===== config.mk =====
export PLATFORM = sky130hd
export DESIGN_NAME = eeprom_seq
export DESIGN_NICKNAME = d
export VERILOG_FILES = /design/src/rtl/eeprom_seq_pkg.sv /design/src/rtl/eeprom_seq_chunker.sv /design/src/rtl/eeprom_seq_timer.sv /design/src/rtl/eeprom_seq.sv
export SDC_FILE = /design/constraint.sdc
export NUM_CORES = 1
export LEC_CHECK = 0
export ABC_CLOCK_PERIOD_IN_PS = 5000
export BUFFER_PORTS_ARGS = -buffer_cell sky130_fd_sc_hd__buf_2
export CORE_MARGIN = 2
export CORE_UTILIZATION = 50
export CTS_CLUSTER_DIAMETER = 40
export DETAILED_ROUTE_END_ITERATION = 10
export GPL_ROUTABILITY_DRIVEN = 0
export PLACE_DENSITY = 0.66
export SLEW_MARGIN = 20
export SYNTH_ARGS = -nofsm -noshare
export SYNTH_HDL_FRONTEND = slang
export SYNTH_HIERARCHICAL = 1
export SYNTH_SLANG_ARGS = --single-unit

===== constraint.sdc =====
create_clock -name clk -period 5 [get_ports clk]
set_input_delay 1 -clock clk [delete_from_list [all_inputs] [get_ports clk]]
set_output_delay 1 -clock clk [all_outputs]
set_load 0.1 [all_outputs]

===== src/rtl/eeprom_seq_pkg.sv =====
package eeprom_seq_pkg;

    localparam int IDX_W = 8;

    localparam logic [7:0] OP_WREN  = 8'h06;
    localparam logic [7:0] OP_RDSR  = 8'h05;
    localparam logic [7:0] OP_READ  = 8'h03;
    localparam logic [7:0] OP_WRITE = 8'h02;

    typedef enum logic [1:0] {
        FR_WREN,
        FR_WRITE,
        FR_READ,
        FR_STAT
    } frame_e;

    typedef enum logic [1:0] {
        ST_IDLE,
        ST_XFER,
        ST_GAP,
        ST_WAIT
    } state_e;

    typedef struct packed {
        frame_e           kind;
        logic [IDX_W-1:0] idx;
    } frame_pos_t;

    function automatic logic [7:0] opcode_of(frame_e k);
        case (k)
            FR_WREN:  return OP_WREN;
            FR_WRITE: return OP_WRITE;
            FR_READ:  return OP_READ;
            default:  return OP_RDSR;
        endcase
    endfunction

    function automatic logic [IDX_W-1:0] frame_len(frame_e k, logic [IDX_W-1:0] n);
        case (k)
            FR_WREN: return IDX_W'(1);
            FR_STAT: return IDX_W'(2);
            default: return IDX_W'(3) + n;
        endcase
    endfunction

    function automatic logic [7:0] frame_tx(frame_pos_t p, logic [15:0] a, logic [7:0] wd);
        if (p.idx == '0)           return opcode_of(p.kind);
        if (p.kind == FR_STAT)     return 8'h00;
        if (p.idx == IDX_W'(1))    return a[15:8];
        if (p.idx == IDX_W'(2))    return a[7:0];
        if (p.kind == FR_WRITE)    return wd;
        return 8'h00;
    endfunction

endpackage


===== src/rtl/eeprom_seq_chunker.sv =====
module eeprom_seq_chunker #(
    parameter int CNT_W = 16,
    parameter int CHUNK = 16
) (
    input  logic             clk,
    input  logic             rst,
    input  logic             load,
    input  logic [15:0]      load_addr,
    input  logic [CNT_W-1:0] load_cnt,
    input  logic             step,
    output logic [15:0]      addr,
    output logic [CNT_W-1:0] cur_len,
    output logic             last
);
    localparam logic [CNT_W-1:0] CHUNK_C = CNT_W'(CHUNK);

    logic [CNT_W-1:0] remain;

    assign cur_len = (remain > CHUNK_C) ? CHUNK_C : remain;
    assign last    = (remain <= CHUNK_C);

    always_ff @(posedge clk) begin
        if (rst) begin
            addr   <= '0;
            remain <= '0;
        end else if (load) begin
            addr   <= load_addr;
            remain <= load_cnt;
        end else if (step) begin
            addr   <= addr + 16'(cur_len);
            remain <= remain - cur_len;
        end
    end
endmodule


===== src/rtl/eeprom_seq_timer.sv =====
module eeprom_seq_timer #(
    parameter int PERIOD = 125000
) (
    input  logic clk,
    input  logic rst,
    input  logic run,
    output logic expire
);
    localparam int W = (PERIOD > 1) ? $clog2(PERIOD) : 1;

    logic [W-1:0] cnt;

    assign expire = run && (cnt == W'(PERIOD - 1));

    always_ff @(posedge clk) begin
        if (rst || !run || expire) cnt <= '0;
        else                       cnt <= cnt + 1'b1;
    end
endmodule


===== src/rtl/eeprom_seq.sv =====
module eeprom_seq
    import eeprom_seq_pkg::*;
#(
    parameter int CNT_W    = 16,
    parameter int CHUNK    = 16,
    parameter int CLK_KHZ  = 125000,
    parameter int POLL_MAX = 1000
) (
    input  logic             clk,
    input  logic             rst,
    input  logic             start,
    input  logic             dir_write,
    input  logic [15:0]      start_addr,
    input  logic [CNT_W-1:0] byte_count,
    output logic             busy,
    output logic             done,
    output logic             timeout_err,
    input  logic [7:0]       wr_byte,
    output logic             wr_take,
    output logic [7:0]       rd_byte,
    output logic             rd_valid,
    output logic             spi_cs,
    output logic             spi_req,
    output logic [7:0]       spi_tx,
    input  logic             spi_ack,
    input  logic [7:0]       spi_rx
);
    localparam int PW = $clog2(POLL_MAX + 1);
    localparam logic [IDX_W-1:0] DATA_IDX = IDX_W'(3);

    state_e           state;
    frame_pos_t       pos;
    logic [PW-1:0]    polls;
    logic             dev_busy;
    logic             dir_q;

    logic [15:0]      cur_addr;
    logic [CNT_W-1:0] cur_len;
    logic             last_chunk;
    logic             load, step, tick;
    logic             byte_done, frame_end;
    logic [IDX_W-1:0] flen;
    frame_e           first_kind;

    assign flen       = frame_len(pos.kind, IDX_W'(cur_len));
    assign byte_done  = (state == ST_XFER) && spi_ack;
    assign frame_end  = byte_done && (pos.idx == flen - 1'b1);
    assign first_kind = dir_q ? FR_WREN : FR_READ;
    assign load       = (state == ST_IDLE) && start && (byte_count != '0);
    assign step       = (state == ST_GAP) &&
                        ((pos.kind == FR_READ) || (pos.kind == FR_STAT && !dev_busy));

    eeprom_seq_chunker #(.CNT_W(CNT_W), .CHUNK(CHUNK)) u_chunk (
        .clk(clk), .rst(rst), .load(load), .load_addr(start_addr),
        .load_cnt(byte_count), .step(step), .addr(cur_addr),
        .cur_len(cur_len), .last(last_chunk)
    );

    eeprom_seq_timer #(.PERIOD(CLK_KHZ)) u_timer (
        .clk(clk), .rst(rst), .run(state == ST_WAIT), .expire(tick)
    );

    assign busy    = (state != ST_IDLE);
    assign spi_cs  = (state == ST_XFER);
    assign spi_req = (state == ST_XFER);
    assign spi_tx  = frame_tx(pos, cur_addr, wr_byte);
    assign wr_take = byte_done && (pos.kind == FR_WRITE) && (pos.idx >= DATA_IDX);

    always_ff @(posedge clk) begin
        if (rst) begin
            state       <= ST_IDLE;
            pos         <= '{kind: FR_READ, idx: '0};
            polls       <= '0;
            dev_busy    <= 1'b0;
            dir_q       <= 1'b0;
            done        <= 1'b0;
            timeout_err <= 1'b0;
            rd_byte     <= '0;
            rd_valid    <= 1'b0;
        end else begin
            done     <= 1'b0;
            rd_valid <= 1'b0;
            case (state)
                ST_IDLE: if (start) begin
                    timeout_err <= 1'b0;
                    if (byte_count == '0) begin
                        done <= 1'b1;
                    end else begin
                        dir_q <= dir_write;
                        pos   <= '{kind: (dir_write ? FR_WREN : FR_READ), idx: '0};
                        state <= ST_XFER;
                    end
                end
                ST_XFER: if (spi_ack) begin
                    if (pos.kind == FR_READ && pos.idx >= DATA_IDX) begin
                        rd_byte  <= spi_rx;
                        rd_valid <= 1'b1;
                    end
                    if (pos.kind == FR_STAT && pos.idx == IDX_W'(1))
                        dev_busy <= spi_rx[0];
                    if (frame_end) state   <= ST_GAP;
                    else           pos.idx <= pos.idx + 1'b1;
                end
                ST_GAP: begin
                    case (pos.kind)
                        FR_WREN: begin
                            pos   <= '{kind: FR_WRITE, idx: '0};
                            state <= ST_XFER;
                        end
                        FR_WRITE: begin
                            pos   <= '{kind: FR_STAT, idx: '0};
                            polls <= '0;
                            state <= ST_XFER;
                        end
                        FR_STAT: begin
                            if (!dev_busy) begin
                                if (last_chunk) begin
                                    done  <= 1'b1;
                                    state <= ST_IDLE;
                                end else begin
                                    pos   <= '{kind: first_kind, idx: '0};
                                    state <= ST_XFER;
                                end
                            end else if (polls == PW'(POLL_MAX - 1)) begin
                                timeout_err <= 1'b1;
                                done        <= 1'b1;
                                state       <= ST_IDLE;
                            end else begin
                                polls <= polls + 1'b1;
                                state <= ST_WAIT;
                            end
                        end
                        default: begin
                            if (last_chunk) begin
                                done  <= 1'b1;
                                state <= ST_IDLE;
                            end else begin
                                pos   <= '{kind: first_kind, idx: '0};
                                state <= ST_XFER;
                            end
                        end
                    endcase
                end
                ST_WAIT: if (tick) begin
                    pos   <= '{kind: FR_STAT, idx: '0};
                    state <= ST_XFER;
                end
                default: state <= ST_IDLE;
            endcase
        end
    end
endmodule


==> flow_metrics.py, run 1 <==
metrics = {
    "placed_design": {
        "port_buffers": 75,
        "dp_hpwl_um": 11210,
        "dp.cells": 962,
        "pre_cts_slack_ns": 0.7707,
    },
    "run": {
        "max_cap_viol_count": 0,
    },
    "die": {
        "die_x_um": 114.2,
        "ios": 76,
        "core_um2": 11910,
        "die_area_um2": 13040,
        "initial_utilization_pct": 50.97,
        "die_h_um": 114.2,
        "num_rows": 40,
    },
    "route": {
        "final_antenna_net_count": 0,
        "drt_iter0_drc": 329,
        "drc": 0,
        "wl_per_cell_um": 15.63,
        "wl_um": 15270,
        "drtPass1Iterations": 4,
        "vias": 5620,
        "via_per_inst": 5.752,
    },
    "finish": {
        "final_cell_count_no_fill": 977,
        "drive_gt1_share_pct": 15.42,
        "fin_nets": 912,
        "diodes": 0,
        "syn_to_final_growth_pct": 11.71,
        "utilization_pct": 56.93,
    },
    "setup_path": {
        "crit_slowest_cell": "or2_2",
        "crit_path_end_kind": "register",
        "critPathKind": "register to register",
        "cp_max_fo": 12,
        "arrival_ns": 4.55,
        "crit_family": "simple AND/OR/NAND/NOR gates",
        "path_cells": "nor4_2, nand4_2, or2_2, nor2_1, buf_4, inv_1, ha_1, nand2_1, o21ai_0, ha_1, a21boi_4, o21ai_0, nor4_1, o311a_4, o21ai_2, mux2_1, nor2_1",
        "cp_data_required_time_ns": 5.29,
        "cp-start-kind": "register",
        "critPathBufInv": 2,
        "critPathMaxStageDelay_ns": 0.43,
    },
    "grt": {
        "grt_pass1_vias": 5426,
        "grt_max_degree": 46,
        "gr-usage-all-layers_pct": 24.14,
        "grt_pass1_wl_um": 25410,
        "antenna_found_initial": 0,
        "grt-ovfl-total": 0,
    },
    "timing": {
        "slew_headroom_pct": 42.15,
        "setup_viol": 0,
        "finalSetupTns_ns": 0,
        "rsz0062_at_grt": "false",
        "fin_skew_ns": 0.005446,
        "fmax_ghz": 0.2348,
        "finalWorstSetupSlack_ns": 0.7412,
        "period_share_pct": 85.18,
        "hold_viol": 0,
        "final.min_clock_period_ns": 4.259,
        "worst_pin_slew_ns": 0.8648,
        "slew_violations": 0,
    },
    "clock_network": {
        "cts_buffers": 9,
        "cts_sinks": 84,
        "root_buffer": "clkbuf_16",
        "clock_latency_ns": 0.35,
        "cts_tree": "built",
        "cts_resized": 0,
        "htreeDepth": 3,
        "clk_path_buf_depth": 2,
        "cts_setup_buffers": 0,
        "cts.reportedPaths.clkPinSlew_ns": 0.06,
        "cts_hold_buf": 0,
    },
    "outcome": {
        "status": "finished, final reports clean",
    },
    "worst_hold_path": {
        "hp-class": "register to register",
    },
    "synthesis": {
        "synthCells": 763,
        "synthesis.area_um2": 6071,
        "synth.yosys.warnings": 6,
        "postSynthAreaPerCell_um2": 7.957,
    },
    "power": {
        "p_leak_nw": 2.821,
        "peakVddDrop_uv": 236.1,
        "p_per_area_nw_per_um2": 357.7,
    },
}
==> per-stage QoR <==
stage	cell area (um^2)	hold slack, ns	total power [mW]
after CTS	6782	0.4583	2.433
after global routing	6782	0.4826	2.567
after global placement	6471	0.4293	1.711
after floorplan	6116	0.4178	1.564
after detailed placement	6471	0.4497	1.726
final	6782	0.4517	2.426
==> state kept, by name, summed over array words and instances (netlist names) <==
name / cells
timeout_err: 1
u_timer/cnt: 17
dir_q: 1
rd_byte: 8
u_chunk/addr: 16
state: 2
pos: 10
polls: 10
dev_busy: 1
rd_valid: 1
done: 1
u_chunk/remain: 16
==> cells in the final DEF (no fill, tap or decap), drive strengths merged, types with 14 or more instances in the layout <==
cell   count
a21oi     63
buf       82
conb      14
dfxtp     84
ha        32
inv       30
mux2i     20
nand2     65
nand3     39
nor2      91
nor3      15
o21ai     32
xnor2     30
xor2      20
==> area by class of cell <==
class,count,area [um^2]
clock buffers,12,266.5
multi-input cells,620,4069
repair buffers,82,427.9
fillers,1116,5130
inverters,29,108.9
well taps,147,183.9
clock inverters,3,43.79
flip-flops and latches,84,1682
==> metal layers <==
layer	global-route usage (%)	part of all wire [%]
met2	42.42	49
met1	29.59	45
met4	6.748	1.3
met5	0	0
met3	5.506	4.8
==> path summary, 6_finish.rpt <==
| kind | from | end | slack (ns) | cells after the start |
|---|---|---|---|---|
| max reg2reg | u_chunk/remain[10]$_SDFFE_PP0P_ | pos[1]$_SDFFE_PP0P_ | 0.74 | 17 |
| max | u_chunk/remain[10]$_SDFFE_PP0P_ | pos[1]$_SDFFE_PP0P_ | 0.74 | 17 |
| min | u_timer/cnt[0]$_SDFF_PP0_ | u_timer/cnt[0]$_SDFF_PP0_ | 0.45 | 1 |
| min reg2reg | u_timer/cnt[0]$_SDFF_PP0_ | u_timer/cnt[0]$_SDFF_PP0_ | 0.45 | 1 |
==> power breakdown <==
group	internal, mW	switching [mW]
clock	0.426	0.273
combinational	0.315	0.640
sequential	0.719	0.0537
Power figures use the tool's default switching activity.
==> run 2: changes to the inputs <==
Settings changed: CTS_CLUSTER_SIZE set to 14, PLACE_DENSITY 0.66 to 0.67, SETUP_SLACK_MARGIN set to 0.02, SYNTH_HIERARCHICAL 1 to unset.
==> flow_metrics.py, run 2 <==
metrics = {
    "synthesis": {
        "synthesis.area_um2": 5448,
        "synth_xor_area_share_pct": 8.199,
        "synth_fa_ha_area_share_pct": 7.855,
        "synth_top_family_by_area": "simple AND/OR/NAND/NOR gates",
        "postSynthAreaPerCell_um2": 7.695,
        "ys_seq_area_share_pct": 30.87,
        "synth-main-ff-cell": "dfxtp_1",
        "synth-edff-count": 0,
        "synth_top_area_share_pct": 30.87,
        "yosysTopAreaCell": "dfxtp_1",
        "synthTopCellsByCount": "nor2_1, dfxtp_1, nand2_1",
        "yosys.area_share.simple_pct": 28.64,
        "synthMuxAreaShare_pct": 1.837,
        "synth_compound_area_share_pct": 18.33,
        "synthTopCellsByArea": "dfxtp_1, nor2_1, ha_1",
        "yosysMostFrequentCell": "nor2_1",
        "ys_async_sr_fraction_pct": 0,
        "synth.yosys.warnings": 0,
        "synthCells": 708,
        "synth_seq_cells": 84,
        "synth.distinct_cells": 63,
    },
    "clock_network": {
        "cts_setup_buffers": 0,
        "cts_resized": 0,
        "cts_tree": "built",
        "cts_hold_buf": 0,
        "cts_buffers": 9,
        "cts.reportedPaths.clkPinSlew_ns": 0.10,
        "clock_latency_ns": 0.39,
        "clk_path_buf_depth": 2,
        "cts_sinks": 84,
        "htreeDepth": 3,
        "root_buffer": "clkbuf_8",
    },
    "power": {
        "peakVddDrop_uv": 537.8,
        "p_per_area_nw_per_um2": 393.5,
        "power_mw": 2.412,
        "p_leak_nw": 2.551,
    },
    "route": {
        "drt_iter0_drc": 365,
        "drtPass1Iterations": 5,
        "final_antenna_net_count": 0,
        "vias": 5251,
        "wl_um": 14230,
        "via_per_inst": 5.739,
        "wl_per_cell_um": 15.55,
        "drc": 0,
    },
    "timing": {
        "setup_viol": 0,
        "hold_ws_ns": 0.4739,
        "period_share_pct": 91.49,
        "finalSetupTns_ns": 0,
        "rsz0062_at_grt": "false",
        "hold_viol": 0,
        "fin_skew_ns": 0.005792,
        "slew_headroom_pct": 43.59,
        "fmax_ghz": 0.2186,
        "final.min_clock_period_ns": 4.574,
        "worst_pin_slew_ns": 0.8392,
        "slew_violations": 0,
    },
    "worst_hold_path": {
        "min_from": "dir_q$_SDFFE_PP0P_",
        "hp-class": "register to register",
    },
    "finish": {
        "regArea_um2": 1682,
        "fin_nets": 855,
        "diodes": 0,
        "layout_common_cells": "nor2_1, dfxtp_1, buf_2",
        "drive_gt1_share_pct": 14.32,
        "multi_input_area_um2": 3596,
        "syn_to_final_growth_pct": 12.52,
        "n_fill_cell": 1032,
        "largest-register": "u_timer.cnt",
        "largest_registers": "u_timer.cnt (17), u_chunk.addr (16), u_chunk.remain (16)",
        "largest_reg_flops": 17,
        "final_common_cell": "nor2_1",
    },
    "setup_path": {
        "crit_path_end_kind": "register",
        "critPathKind": "register to register",
        "arrival_ns": 4.87,
        "cp_data_required_time_ns": 5.30,
        "cp-start-kind": "register",
        "r2r_start": "u_chunk.remain[5]$_SDFFE_PP0P_",
        "crit_start": "u_chunk.remain[5]$_SDFFE_PP0P_",
        "cp_max_fo": 16,
    },
    "run": {
        "max_cap_viol_count": 0,
    },
    "placed_design": {
        "port_buffers": 75,
        "dp_hpwl_um": 10250,
    },
    "die": {
        "die_x_um": 108.4,
        "core_um2": 10750,
        "die_area_um2": 11750,
        "initial_utilization_pct": 50.70,
        "die_h_um": 108.4,
        "num_rows": 38,
        "ios": 76,
    },
    "grt": {
        "grt_pass1_vias": 4819,
        "grt_max_degree": 58,
        "gr-usage-all-layers_pct": 25.21,
        "grt_pass1_wl_um": 23250,
        "antenna_found_initial": 0,
        "grt-ovfl-total": 0,
    },
    "outcome": {
        "status": "finished, final reports clean",
    },
}
run 2: critical path: stages (launching register included):
cell,delay [ns]
dfxtp_1,0.36
or4_1,0.68
nor4_2,0.60
and2_0,0.36
nand2_1,0.13
ha_1,0.28
xnor2_1,0.17
or4_1,0.48
a21oi_1,0.20
mux2i_1,0.27
nor4b_2,0.09
a31oi_1,0.19
buf_4,0.22
nand2_1,0.13
o32ai_1,0.32
run 2: final cells by class:
| class | instances | share of cell area (%) |
|---|---|---|
| sequential | 84 | 27.43 |
| multi-input combinational | 575 | 58.67 |
| clock buffer | 10 | 2.245 |
| clock inverter | 6 | 0.8981 |
| inverter | 21 | 1.286 |
| timing repair buffer | 79 | 6.614 |
| tap | 140 | 2.858 |
run 2: cell families (layout without fill, tap and decap cells):
family	after synthesis	in the layout
and+or+nand+nor	320	320
AOI/OAI and AO/OA	149	149
DFF	84	84
buffers and inverters	58	116
xor gates and xnor gates	51	51
adders and majority gates	34	34
muxes	10	10
other	2	11
run 2: metrics by stage:
stage          cells  utilization [%]  setup WS [ns]  cell area, um^2
2_1_floorplan    717                -         0.3255             5482
3_3_place_gp     899            55.10         0.6844             5921
3_5_place_dp     899            55.10         0.4853             5921
4_1_cts          915            56.89         0.4557             6113
5_1_grt          915            57.04        0.05448             6130
6_report         915            57.04         0.4257             6130
run 2: worst paths after layout:
| path | to | slack [ns] | cells past startpoint |
|---|---|---|---|
| max reg2reg | pos[4]$_SDFFE_PP0P_ | 0.43 | 14 |
| min reg2reg | dir_q$_SDFFE_PP0P_ | 0.47 | 2 |
| max | pos[4]$_SDFFE_PP0P_ | 0.43 | 14 |
| min | dir_q$_SDFFE_PP0P_ | 0.47 | 2 |
run 2: routing by layer:
| layer | up-vias | GRT usage (%) | wire length (um) |
|---|---|---|---|
| met5 | - | 0 | 0 |
| li1 | 2643 | - | - |
| met3 | 17 | 5.485 | 759 |
| met4 | 0 | 7.967 | 202 |
| met1 | 2454 | 33.19 | 6563 |
| met2 | 137 | 41.24 | 6705 |
run 2: power breakdown:
part	leakage (nW)	total, mW	switching [mW]	internal [mW]
registers	0.685	0.813	0.0766	0.736
logic	1.77	1.10	0.748	0.354
clock network	0.0934	0.497	0.292	0.205
total	2.55	2.41	1.12	1.30
==> run 3: changes to the inputs <==
Settings changed: ABC_AREA set to 1.
==> flow_metrics.py, run 3 <==
metrics = {
    "outcome": {
        "status": "finished, final reports clean",
    },
    "route": {
        "drc": 0,
        "wl_per_cell_um": 14.02,
        "wl_um": 15240,
        "final_antenna_net_count": 0,
        "vias": 5923,
        "drtPass1Iterations": 5,
        "drt_iter0_drc": 387,
        "via_per_inst": 5.449,
    },
    "grt": {
        "antenna_found_initial": 0,
        "grtUsageMet2_pct": 44.58,
        "grt_max_degree": 47,
        "met3_usage_pct": 3.554,
        "grt_pass1_wl_um": 25670,
        "grtUsageMet1_pct": 30.41,
        "globalRoute.busiestLayer": "met2",
        "grt-ovfl-total": 0,
        "grt_pass1_vias": 5726,
        "gr-usage-all-layers_pct": 24.83,
    },
    "timing": {
        "slew_headroom_pct": 49.24,
        "slew_violations": 0,
        "fin_skew_ns": 0.01097,
        "rsz0062_at_grt": "false",
        "period_share_pct": 80.18,
        "setup_viol": 0,
        "worst_pin_slew_ns": 0.7586,
        "hold_viol": 0,
        "final.min_clock_period_ns": 4.009,
        "fmax_ghz": 0.2494,
        "finalSetupTns_ns": 0,
    },
    "clock_network": {
        "cts_setup_buffers": 0,
        "cts_hold_buf": 0,
        "cts_tree": "built",
        "cts.reportedPaths.clkPinSlew_ns": 0.06,
        "cts_sinks": 84,
        "root_buffer": "clkbuf_16",
        "htreeDepth": 3,
        "clk_path_buf_depth": 2,
        "cts_resized": 0,
        "clock_latency_ns": 0.35,
        "cts_buffers": 9,
    },
    "setup_path": {
        "critPathKind": "register to output port",
        "arrival_ns": 3.01,
        "crit_top_cell": "nand3_1",
        "path_depth": 8,
        "cp-start-kind": "register",
        "crit_start": "pos[7]$_SDFFE_PP0P_",
        "cp_data_required_time_ns": 4.00,
        "r2r_slack_ns": 1.44,
        "crit_family": "simple AND/OR/NAND/NOR gates",
        "path_cells": "nor4_1, nand3_1, inv_1, nand2_1, nand3_1, o211ai_1, o21ai_0, buf_2",
        "cp_max_fo": 12,
        "critPathBufInv": 2,
        "reg2reg_to": "state[1]$_SDFFE_PP0P_",
        "crit_slowest_cell": "nor4_1",
        "reg2reg_depth": 22,
        "crit_end": "spi_tx[0]",
        "critPathMaxStageDelay_ns": 0.66,
        "r2r_start": "u_chunk.remain[0]$_SDFFE_PP0P_",
        "crit_path_end_kind": "output port",
    },
    "synthesis": {
        "synth-edff-count": 0,
        "synth_top_family_by_area": "simple AND/OR/NAND/NOR gates",
        "ys_seq_area_share_pct": 29.34,
        "synth_seq_cells": 84,
        "synth.yosys.warnings": 0,
        "yosys.area_share.simple_pct": 35.04,
        "synthTopCellsByArea": "dfxtp_1, nand2_1, ha_1",
        "synth_compound_area_share_pct": 16.61,
        "synth_top_area_share_pct": 29.34,
        "yosysTopAreaCell": "dfxtp_1",
        "synthesis.area_um2": 5732,
        "synth.distinct_cells": 52,
        "yosysMostFrequentCell": "nand2_1",
        "ys_async_sr_fraction_pct": 0,
        "synth_fa_ha_area_share_pct": 7.116,
        "synth-main-ff-cell": "dfxtp_1",
        "synthCells": 860,
        "synthMuxAreaShare_pct": 0,
        "synthTopCellsByCount": "nand2_1, inv_1, nor2_1",
        "postSynthAreaPerCell_um2": 6.665,
        "synth_xor_area_share_pct": 3.209,
    },
    "finish": {
        "diodes": 0,
        "largest-register": "u_timer.cnt",
        "utilization_pct": 57.71,
        "syn_to_final_growth_pct": 13.99,
        "drive_gt1_share_pct": 14.19,
        "layout_common_cells": "nand2_1, inv_1, nor2_1",
        "final_common_cell": "nand2_1",
        "largest_reg_flops": 17,
        "fin_nets": 1025,
        "largest_registers": "u_timer.cnt (17), u_chunk.addr (16), u_chunk.remain (16)",
    },
    "die": {
        "die_x_um": 111.1,
        "die_h_um": 111.1,
        "die_area_um2": 12340,
        "initial_utilization_pct": 50.63,
        "ios": 76,
        "core_um2": 11320,
        "num_rows": 39,
    },
    "run": {
        "max_cap_viol_count": 0,
    },
    "power": {
        "p_leak_nw": 2.873,
        "peakVddDrop_uv": 390.3,
        "p_per_area_nw_per_um2": 509.1,
    },
    "placed_design": {
        "port_buffers": 75,
        "dp_hpwl_um": 11610,
    },
    "worst_hold_path": {
        "hp-class": "register to register",
    },
}
==> run 3: cell types whose count changed after synthesis, sizes merged, moves of 19 or more <==
| cell | delta |
|---|---|
| a21oi | +32 |
| a31oi | +19 |
| inv | +83 |
| nand2 | +130 |
| nand3 | +23 |
| xnor2 | -22 |
==> run 3: cell families after synthesis <==
kind of cell | Yosys count
AOI/OAI and AO/OA | 164
other | 2
and+or+nand+nor | 431
xor gates and xnor gates | 21
adders and majority gates | 32
buffers and inverters | 126
DFF | 84
==> run 3: layer usage <==
layer  part of all wire (%)  vias up
met5                      0        -
met3                    5.4       21
met4                    1.5        0
li1                       -     3027
met2                     48      166
met1                     45     2709
==> run 3: through the flow <==
stage / cell area (um^2) / worst slack [ns] / power [mW] / hold WS [ns] / cells
2_1_floorplan: 5766 / 0.3381 / 2.319 / 0.4173 / 869
3_3_place_gp: 6265 / 1.450 / 2.651 / 0.4323 / 1072
3_5_place_dp: 6265 / 1.400 / 2.692 / 0.4425 / 1072
4_1_cts: 6534 / 1.006 / 3.326 / 0.4523 / 1087
5_1_grt: 6534 / 0.6600 / 3.577 / 0.4863 / 1087
6_report: 6534 / 0.9910 / 3.326 / 0.4490 / 1087
==> run 3: final cells by class <==
cell class / instances / area, um^2
fill: 1115 / 4787
sequential: 84 / 1682
clock inverter: 4 / 26.28
inverter: 106 / 397.9
timing repair buffer: 80 / 412.9
clock buffer: 11 / 242.7
multi-input combinational: 659 / 3593
tap: 143 / 178.9
==> run 3: where the power goes <==
part	total [mW]	switching (mW)	leakage [nW]	internal, mW
Clock	0.621	0.274	0.131	0.347
Combinational	1.84	1.32	2.06	0.520
Sequential	0.865	0.106	0.683	0.759
==> run 3: worst min-delay path by stage <==
stage | from | cells after the start | to | slack (ns)
finish | u_timer.cnt[0]$_SDFF_PP0_ | 1 | u_timer.cnt[0]$_SDFF_PP0_ | 0.45
global route | u_timer.cnt[0]$_SDFF_PP0_ | 1 | u_timer.cnt[0]$_SDFF_PP0_ | 0.49
CTS | u_timer.cnt[0]$_SDFF_PP0_ | 1 | u_timer.cnt[0]$_SDFF_PP0_ | 0.45
detailed placement | u_timer.cnt[0]$_SDFF_PP0_ | 1 | u_timer.cnt[0]$_SDFF_PP0_ | 0.44
global placement | u_timer.cnt[0]$_SDFF_PP0_ | 1 | u_timer.cnt[0]$_SDFF_PP0_ | 0.43
floorplan | u_timer.cnt[0]$_SDFF_PP0_ | 1 | u_timer.cnt[0]$_SDFF_PP0_ | 0.42
==> run 3: worst register-to-register path: cells and delay by family (launching register included) <==
| family | cells | cell delay (ns) |
|---|---|---|
| simple gates | 15 | 1.90 |
| fa+ha+maj | 2 | 0.61 |
| compound gates | 3 | 0.41 |
| flops | 1 | 0.35 |
| buf+inv | 2 | 0.19 |
